### src/rtl/dma_ag_pkg.sv
package dma_ag_pkg;

    typedef enum logic [1:0] {
        S_IDLE   = 2'd0,
        S_DRIVE  = 2'd1,
        S_UPDATE = 2'd2
    } seq_state_e;

    typedef enum logic [1:0] {
        FLD_ADDR  = 2'd0,
        FLD_COUNT = 2'd1,
        FLD_PAGE  = 2'd2,
        FLD_MODE  = 2'd3
    } fld_e;

    localparam int MODE_AUTO_BIT = 0;
    localparam int MODE_DEC_BIT  = 1;
    localparam int MODE_MASK_BIT = 2;

endpackage

### src/rtl/dma_ag_chan.sv
module dma_ag_chan
    import dma_ag_pkg::*;
#(
    parameter int ADDR_W  = 16,
    parameter int PAGE_W  = 8,
    parameter int CNT_W   = 16,
    parameter int DATA_W  = 16,
    parameter bit IS_WORD = 1'b0
) (
    input  logic                     clk,
    input  logic                     rst_n,
    input  logic                     wr_en,
    input  logic [1:0]               wr_field,
    input  logic [DATA_W-1:0]        wr_data,
    input  logic                     step,
    output logic [ADDR_W+PAGE_W-1:0] bus_addr,
    output logic                     at_tc,
    output logic                     mask,
    output logic                     tc_flag
);

    localparam int PG_KEEP = IS_WORD ? PAGE_W - 1 : PAGE_W;

    logic [ADDR_W-1:0]  addr_q;
    logic [ADDR_W-1:0]  base_addr_q;
    logic [ADDR_W-1:0]  addr_nxt;
    logic [CNT_W-1:0]   cnt_q;
    logic [CNT_W-1:0]   base_cnt_q;
    logic [PG_KEEP-1:0] page_q;
    logic               auto_q;
    logic               dec_q;
    logic               mask_q;
    logic               tcf_q;
    fld_e               fld;

    assign fld      = fld_e'(wr_field);
    assign at_tc    = (cnt_q == '0);
    assign addr_nxt = dec_q ? addr_q - ADDR_W'(1) : addr_q + ADDR_W'(1);
    assign mask     = mask_q;
    assign tc_flag  = tcf_q;

    always_ff @(posedge clk) begin
        if (!rst_n) begin
            addr_q      <= '0;
            base_addr_q <= '0;
            cnt_q       <= '0;
            base_cnt_q  <= '0;
            page_q      <= '0;
            auto_q      <= 1'b0;
            dec_q       <= 1'b0;
            mask_q      <= 1'b1;
            tcf_q       <= 1'b0;
        end else if (wr_en) begin
            unique case (fld)
                FLD_ADDR: begin
                    addr_q      <= wr_data[ADDR_W-1:0];
                    base_addr_q <= wr_data[ADDR_W-1:0];
                end
                FLD_COUNT: begin
                    cnt_q      <= wr_data[CNT_W-1:0];
                    base_cnt_q <= wr_data[CNT_W-1:0];
                    tcf_q      <= 1'b0;
                end
                FLD_PAGE: page_q <= wr_data[PAGE_W-1 -: PG_KEEP];
                FLD_MODE: begin
                    auto_q <= wr_data[MODE_AUTO_BIT];
                    dec_q  <= wr_data[MODE_DEC_BIT];
                    mask_q <= wr_data[MODE_MASK_BIT];
                end
            endcase
        end else if (step) begin
            if (at_tc) begin
                tcf_q <= 1'b1;
                if (auto_q) begin
                    addr_q <= base_addr_q;
                    cnt_q  <= base_cnt_q;
                end else begin
                    addr_q <= addr_nxt;
                    cnt_q  <= cnt_q - CNT_W'(1);
                    mask_q <= 1'b1;
                end
            end else begin
                addr_q <= addr_nxt;
                cnt_q  <= cnt_q - CNT_W'(1);
            end
        end
    end

    generate
        if (IS_WORD) begin : g_word
            assign bus_addr = {page_q, addr_q, 1'b0};
        end else begin : g_byte
            assign bus_addr = {page_q, addr_q};
        end
    endgenerate


    page_hold_chk: assert property (@(posedge clk) disable iff (!rst_n)
        (step && !wr_en) |=> $stable(page_q));


    count_dec_chk: assert property (@(posedge clk) disable iff (!rst_n)
        (step && !wr_en && !at_tc) |=> (cnt_q == $past(cnt_q) - CNT_W'(1)));


    reload_chk: assert property (@(posedge clk) disable iff (!rst_n)
        (step && !wr_en && at_tc && auto_q) |=>
            ((addr_q == base_addr_q) && (cnt_q == base_cnt_q) && !mask_q));


    mask_on_tc_chk: assert property (@(posedge clk) disable iff (!rst_n)
        (step && !wr_en && at_tc && !auto_q) |=> (mask_q && tcf_q));

endmodule

### src/rtl/dma_ag_fsm.sv
module dma_ag_fsm
    import dma_ag_pkg::*;
#(
    parameter int NUM_CH     = 8,
    parameter int CASCADE_CH = 4,
    parameter int CH_W       = $clog2(NUM_CH)
) (
    input  logic              clk,
    input  logic              rst_n,
    input  logic              req,
    input  logic [CH_W-1:0]   req_chan,
    input  logic [NUM_CH-1:0] chan_mask,
    output logic              addr_valid,
    output logic              in_update,
    output logic [CH_W-1:0]   act_chan
);

    seq_state_e state_q;
    seq_state_e state_d;
    logic       accept;

    assign accept = req && (req_chan != CH_W'(CASCADE_CH)) && !chan_mask[req_chan];

    always_comb begin
        state_d = state_q;
        unique case (state_q)
            S_IDLE:   if (accept) state_d = S_DRIVE;
            S_DRIVE:  state_d = S_UPDATE;
            S_UPDATE: state_d = S_IDLE;
            default:  state_d = S_IDLE;
        endcase
    end

    always_ff @(posedge clk) begin
        if (!rst_n) begin
            state_q  <= S_IDLE;
            act_chan <= '0;
        end else begin
            state_q <= state_d;
            if (state_q == S_IDLE && accept) act_chan <= req_chan;
        end
    end

    always_comb begin
        addr_valid = 1'b0;
        in_update  = 1'b0;
        unique case (state_q)
            S_IDLE:   ;
            S_DRIVE:  addr_valid = 1'b1;
            S_UPDATE: in_update  = 1'b1;
            default:  ;
        endcase
    end


    drive_then_update_chk: assert property (@(posedge clk) disable iff (!rst_n)
        addr_valid |=> (in_update && $stable(act_chan)));


    no_cascade_xfer_chk: assert property (@(posedge clk) disable iff (!rst_n)
        addr_valid |-> (act_chan != CH_W'(CASCADE_CH)));

endmodule

### src/rtl/dma_addr_gen.sv
module dma_addr_gen
    import dma_ag_pkg::*;
#(
    parameter  int NUM_CH        = 8,
    parameter  int CASCADE_CH    = 4,
    parameter  int FIRST_WORD_CH = 5,
    parameter  int ADDR_W        = 16,
    parameter  int PAGE_W        = 8,
    parameter  int CNT_W         = 16,
    localparam int CH_W          = $clog2(NUM_CH),
    localparam int BUS_W         = ADDR_W + PAGE_W,
    localparam int DATA_W        = (ADDR_W > CNT_W) ? ADDR_W : CNT_W
) (
    input  logic              clk,
    input  logic              rst_n,
    input  logic              wr_en,
    input  logic [CH_W-1:0]   wr_chan,
    input  logic [1:0]        wr_field,
    input  logic [DATA_W-1:0] wr_data,
    input  logic              req,
    input  logic [CH_W-1:0]   req_chan,
    output logic              addr_valid,
    output logic [BUS_W-1:0]  bus_addr,
    output logic              tc_pulse,
    output logic [NUM_CH-1:0] mask,
    output logic [NUM_CH-1:0] tc_status
);

    logic [BUS_W-1:0]  addr_v [NUM_CH];
    logic [NUM_CH-1:0] at_tc_v;
    logic              in_update;
    logic [CH_W-1:0]   act_chan;

    dma_ag_fsm #(
        .NUM_CH     (NUM_CH),
        .CASCADE_CH (CASCADE_CH),
        .CH_W       (CH_W)
    ) u_fsm (
        .clk        (clk),
        .rst_n      (rst_n),
        .req        (req),
        .req_chan   (req_chan),
        .chan_mask  (mask),
        .addr_valid (addr_valid),
        .in_update  (in_update),
        .act_chan   (act_chan)
    );

    generate
        for (genvar i = 0; i < NUM_CH; i++) begin : g_ch
            if (i == CASCADE_CH) begin : g_cascade
                assign addr_v[i]    = '0;
                assign at_tc_v[i]   = 1'b0;
                assign mask[i]      = 1'b1;
                assign tc_status[i] = 1'b0;
            end else begin : g_live
                dma_ag_chan #(
                    .ADDR_W  (ADDR_W),
                    .PAGE_W  (PAGE_W),
                    .CNT_W   (CNT_W),
                    .DATA_W  (DATA_W),
                    .IS_WORD (i >= FIRST_WORD_CH)
                ) u_chan (
                    .clk      (clk),
                    .rst_n    (rst_n),
                    .wr_en    (wr_en && (wr_chan == CH_W'(i))),
                    .wr_field (wr_field),
                    .wr_data  (wr_data),
                    .step     (in_update && (act_chan == CH_W'(i))),
                    .bus_addr (addr_v[i]),
                    .at_tc    (at_tc_v[i]),
                    .mask     (mask[i]),
                    .tc_flag  (tc_status[i])
                );
            end
        end
    endgenerate

    assign bus_addr = addr_valid ? addr_v[act_chan] : '0;
    assign tc_pulse = in_update && at_tc_v[act_chan];


    word_a0_zero_chk: assert property (@(posedge clk) disable iff (!rst_n)
        (addr_valid && (act_chan >= CH_W'(FIRST_WORD_CH))) |-> (bus_addr[0] == 1'b0));


    tc_after_drive_chk: assert property (@(posedge clk) disable iff (!rst_n)
        tc_pulse |-> $past(addr_valid));


    idle_bus_zero_chk: assert property (@(posedge clk) disable iff (!rst_n)
        !addr_valid |-> (bus_addr == '0));

endmodule

### config.mk
export PLATFORM = sky130hd
export DESIGN_NAME = dma_addr_gen
export DESIGN_NICKNAME = d
export VERILOG_FILES = /design/src/rtl/dma_ag_pkg.sv /design/src/rtl/dma_ag_chan.sv /design/src/rtl/dma_ag_fsm.sv /design/src/rtl/dma_addr_gen.sv
export SDC_FILE = /design/constraint.sdc
export NUM_CORES = 2
export LEC_CHECK = 0
export CORE_ASPECT_RATIO = 0.8
export CORE_MARGIN = 2
export CORE_UTILIZATION = 60
export CTS_CLUSTER_DIAMETER = 40
export DETAILED_ROUTE_END_ITERATION = 12
export PLACE_DENSITY = 0.77
export SKIP_LAST_GASP = 1
export SYNTH_ARGS = -nofsm -noshare
export SYNTH_HDL_FRONTEND = slang
export SYNTH_SLANG_ARGS = --single-unit
### constraint.sdc
create_clock -name clk -period 3.2 [get_ports clk]
set_input_delay 0.32 -clock clk [delete_from_list [all_inputs] [get_ports clk]]
set_output_delay 0.32 -clock clk [all_outputs]
set_load 0.005 [all_outputs]
==> impl_metrics.ini <==
[clock_tree]
path_clk_slew_ns = 0.06
insertion_delay_ns = 0.62
clkSinkCount = 534
cts_buffers = 73
hold_buffers = 0
cts_tree = built
h-tree-depth = 3
cts_root_buf = clkbuf_16
cts_buffer_depth = 3

[final_layout]
multi_input_area_sq_um = 18700
ff_latch_area_sq_um = 10700
fin_nets = 4283
drive_gt1_share_pct = 10.8
area_growth_syn_to_layout_pct = 14.4
antenna_cells = 0
stdcell_count = 4878
nFillCells = 4242

[floorplanning]
core_sq_um = 50800
num_rows = 74
die_x_um = 257
io_pins = 70
die_area_sq_um = 53100
initial_core_util_pct = 60.5
die_h_um = 207

[logic_synthesis]
ys_warn_count = 0
syn_inst = 4114
synth-main-ff-cell = dfxtp_1
async_flop_share_pct = 0
synth_top_family_by_area = compound AO/OA/AOI/OAI gates
syn_area_sq_um = 30800
synth-xor-area-share_pct = 4.90
muxShareOfSynthArea_pct = 3.67
synth_compound_area_share_pct = 24.5
synth_top_area_share_pct = 34.7
synthMostInstantiatedCell = nand2_1
syn-num-nets = 4261
yosys.area_share.simple_pct = 22.3
synthTopCellsByCount = 873 x nand2_1, 534 x dfxtp_1, 524 x a21oi_1
synthDistinctLibCells = 82
ys_ff_latch = 534
synth_edf_count = 0
synthTopCellsByArea = dfxtp_1 35%, nand2_1 11%, a21oi_1 8.5%
synth.largest_area_cell = dfxtp_1
ys_seq_area_share_pct = 34.7
synth_adder_area_share_pct = 5.01
syn_area_per_cell_sq_um = 7.48

[global_route]
track_usage_pct = 38.5
grt_max_degree = 94
grt_pass1_vias = 28400
grt_remaining_overflow = 0
grt_pass1_wl_um = 162000
antenna_found_initial = 1

[routing]
dr.pass1.iters = 7
num_vias = 31300
wl_um = 104000
wl_per_cell_um = 21.3
avgViaCountPerCell = 6.41
final_antenna_net_count = 0
drt-initial-drc-count = 3755
drc = 0

[worst_setup_path]
reg2reg_depth = 9
critPathLaunchType = register
crit_fanout = 2
crit_path_end_kind = output port
r2r_end = g_ch[2].g_live.u_chan.addr_q[14]
r2r_setup_slack_ns = 0.28
reg2reg_from = g_ch[2].g_live.u_chan.dec_q
crit_type = register to output port
critPathRequiredTime_ns = 2.88
cp_data_arrival_time_ns = 3.17

[placement]
hpwl_um = 68600
portBuffers = 67
dp.cells = 4744
routabilityCongestion = 0.987

[sta]
final_max_slew_viol_count = 0
relSlewSlack_pct = 27.8
timing.final.crit_share_pct = 109
finalCriticalPeriod_ns = 3.49
fin_ws_ns = -0.288
max_freq_mhz = 287
fin_skew_ns = 0.0222
rsz0062_at_grt = yes
final_hold_viol_count = 0
finalSetupViolations = 1
tightest_slew_ns = 1.08

[hold_path]
worstHoldStart = wr_data[15]
worstHoldPathType = primary input to register
whs_path_depth = 3
whs_endpoint = g_ch[0].g_live.u_chan.base_cnt_q[15]

[run]
drv_cap = 0

[power_and_ir_drop]
peakVddDrop_v = 0.000464
p_leak_nw = 13.4
finalPower_mw = 16.5
p_per_area_nw_per_um2 = 469

[outcome]
status = complete, but fails checks
violations = negative setup slack
==> power breakdown <==
| group | internal (mW) | total (mW) | switching [mW] |
|---|---|---|---|
| registers | 6.72 | 6.80 | 0.0786 |
| clock network | 4.78 | 8.19 | 3.41 |
| logic | 0.554 | 1.53 | 0.972 |
| total | 12.1 | 16.5 | 4.46 |
==> cell type report <==
type	count	share of cell area (%)
clock buffer	86	5.63
clock inverter	47	1.27
inverter	42	0.469
multi-input combinational	3211	53.2
sequential	534	30.4
tap	684	2.43
timing repair buffer	274	6.61
==> routing by layer <==
| metal | share of wire (%) | global-route usage [%] | up-vias |
|---|---|---|---|
| li1 | - | - | 14700 |
| met1 | 41 | 52.7 | 14500 |
| met2 | 41 | 56.8 | 1737 |
| met3 | 12 | 9.60 | 316 |
| met4 | 5.2 | 19.0 | 2 |
| met5 | 0.012 | 0 | - |
==> placed cells by master, fill, tap and decap left out, types with 34 or more instances in the layout <==
cell type,instances
xnor2_1,98
ha_1,112
dfxtp_1,531
nor3_1,102
inv_1,40
nand2_1,873
nor4_1,34
a311oi_1,44
o21ai_0,234
xor2_1,74
a211oi_1,99
a21oi_1,524
clkbuf_16,77
nand3_1,66
buf_4,193
clkdlybuf4s50_1,50
nor2_1,350
a31oi_1,51
or3_1,37
o211ai_1,107
==> metrics by stage <==
step,utilization [%],cell area [sq um],TNS [ns],setup slack (ns),hold WS [ns]
CTS,69.2,35200,-0.322,-0.322,0.0445
floorplan,-,30800,0,0.456,0.432
global route,69.2,35200,-0.381,-0.356,0.0638
global placement,64.3,32700,-0.325,-0.325,0.438
detailed placement,64.3,32700,-0.344,-0.344,0.444
finish,69.2,35200,-0.288,-0.288,0.0661
==> critical path, stage by stage, from the launching register on <==
cell     delay (ns)
dfxtp_1        0.31
or4_4          0.53
or4_4          0.45
nor4_4         0.14
buf_4          0.15
inv_2          0.06
mux4_2         0.52
o22ai_4        0.23
buf_2          0.17
==> repair_timing <==
item / in CTS / in global routing
gates resized for setup: 14 / 5
pin swaps: 2 / 1
endpoints found under the setup margin: 13 / 5
buffers inserted: 2 / 0
endpoints found under the hold margin: 0 / 0
==> sequential cells by signal, summed over array words and instances (netlist names) <==
| register | cells |
|---|---|
| g_ch.g_live.u_chan.mask | 7 |
| g_ch.g_live.u_chan.base_addr_q | 112 |
| g_ch.g_live.u_chan.base_cnt_q | 112 |
| g_ch.g_live.u_chan.auto_q | 7 |
| g_ch.g_live.u_chan.page_q | 53 |
| g_ch.g_live.u_chan.cnt_q | 112 |
| u_fsm.state_q | 2 |
| g_ch.g_live.u_chan.dec_q | 7 |
| u_fsm.act_chan | 3 |
| g_ch.g_live.u_chan.addr_q | 112 |
| g_ch.g_live.u_chan.tc_flag | 7 |
==> worst max-delay path by stage <==
stage / start / end / slack [ns] / depth (start not counted)
2_1_floorplan: g_ch[3].g_live.u_chan.cnt_q[6] / tc_pulse / 0.46 / 7
4_1_cts: g_ch[3].g_live.u_chan.cnt_q[6] / tc_pulse / -0.32 / 8
3_3_place_gp: g_ch[3].g_live.u_chan.cnt_q[6] / tc_pulse / -0.33 / 9
6_report: g_ch[3].g_live.u_chan.cnt_q[6] / tc_pulse / -0.29 / 8
5_1_grt: g_ch[3].g_live.u_chan.cnt_q[6] / tc_pulse / -0.36 / 8
3_5_place_dp: g_ch[3].g_live.u_chan.cnt_q[6] / tc_pulse / -0.34 / 9
==> logic make-up after synthesis <==
family / count (synthesis)
other cells: 2
flops: 534
buf+inv: 369
fa+ha+maj: 119
simple gates: 1601
mux: 77
xor+xnor: 172
compound gates: 1240
(Power assumes the default switching activity.)
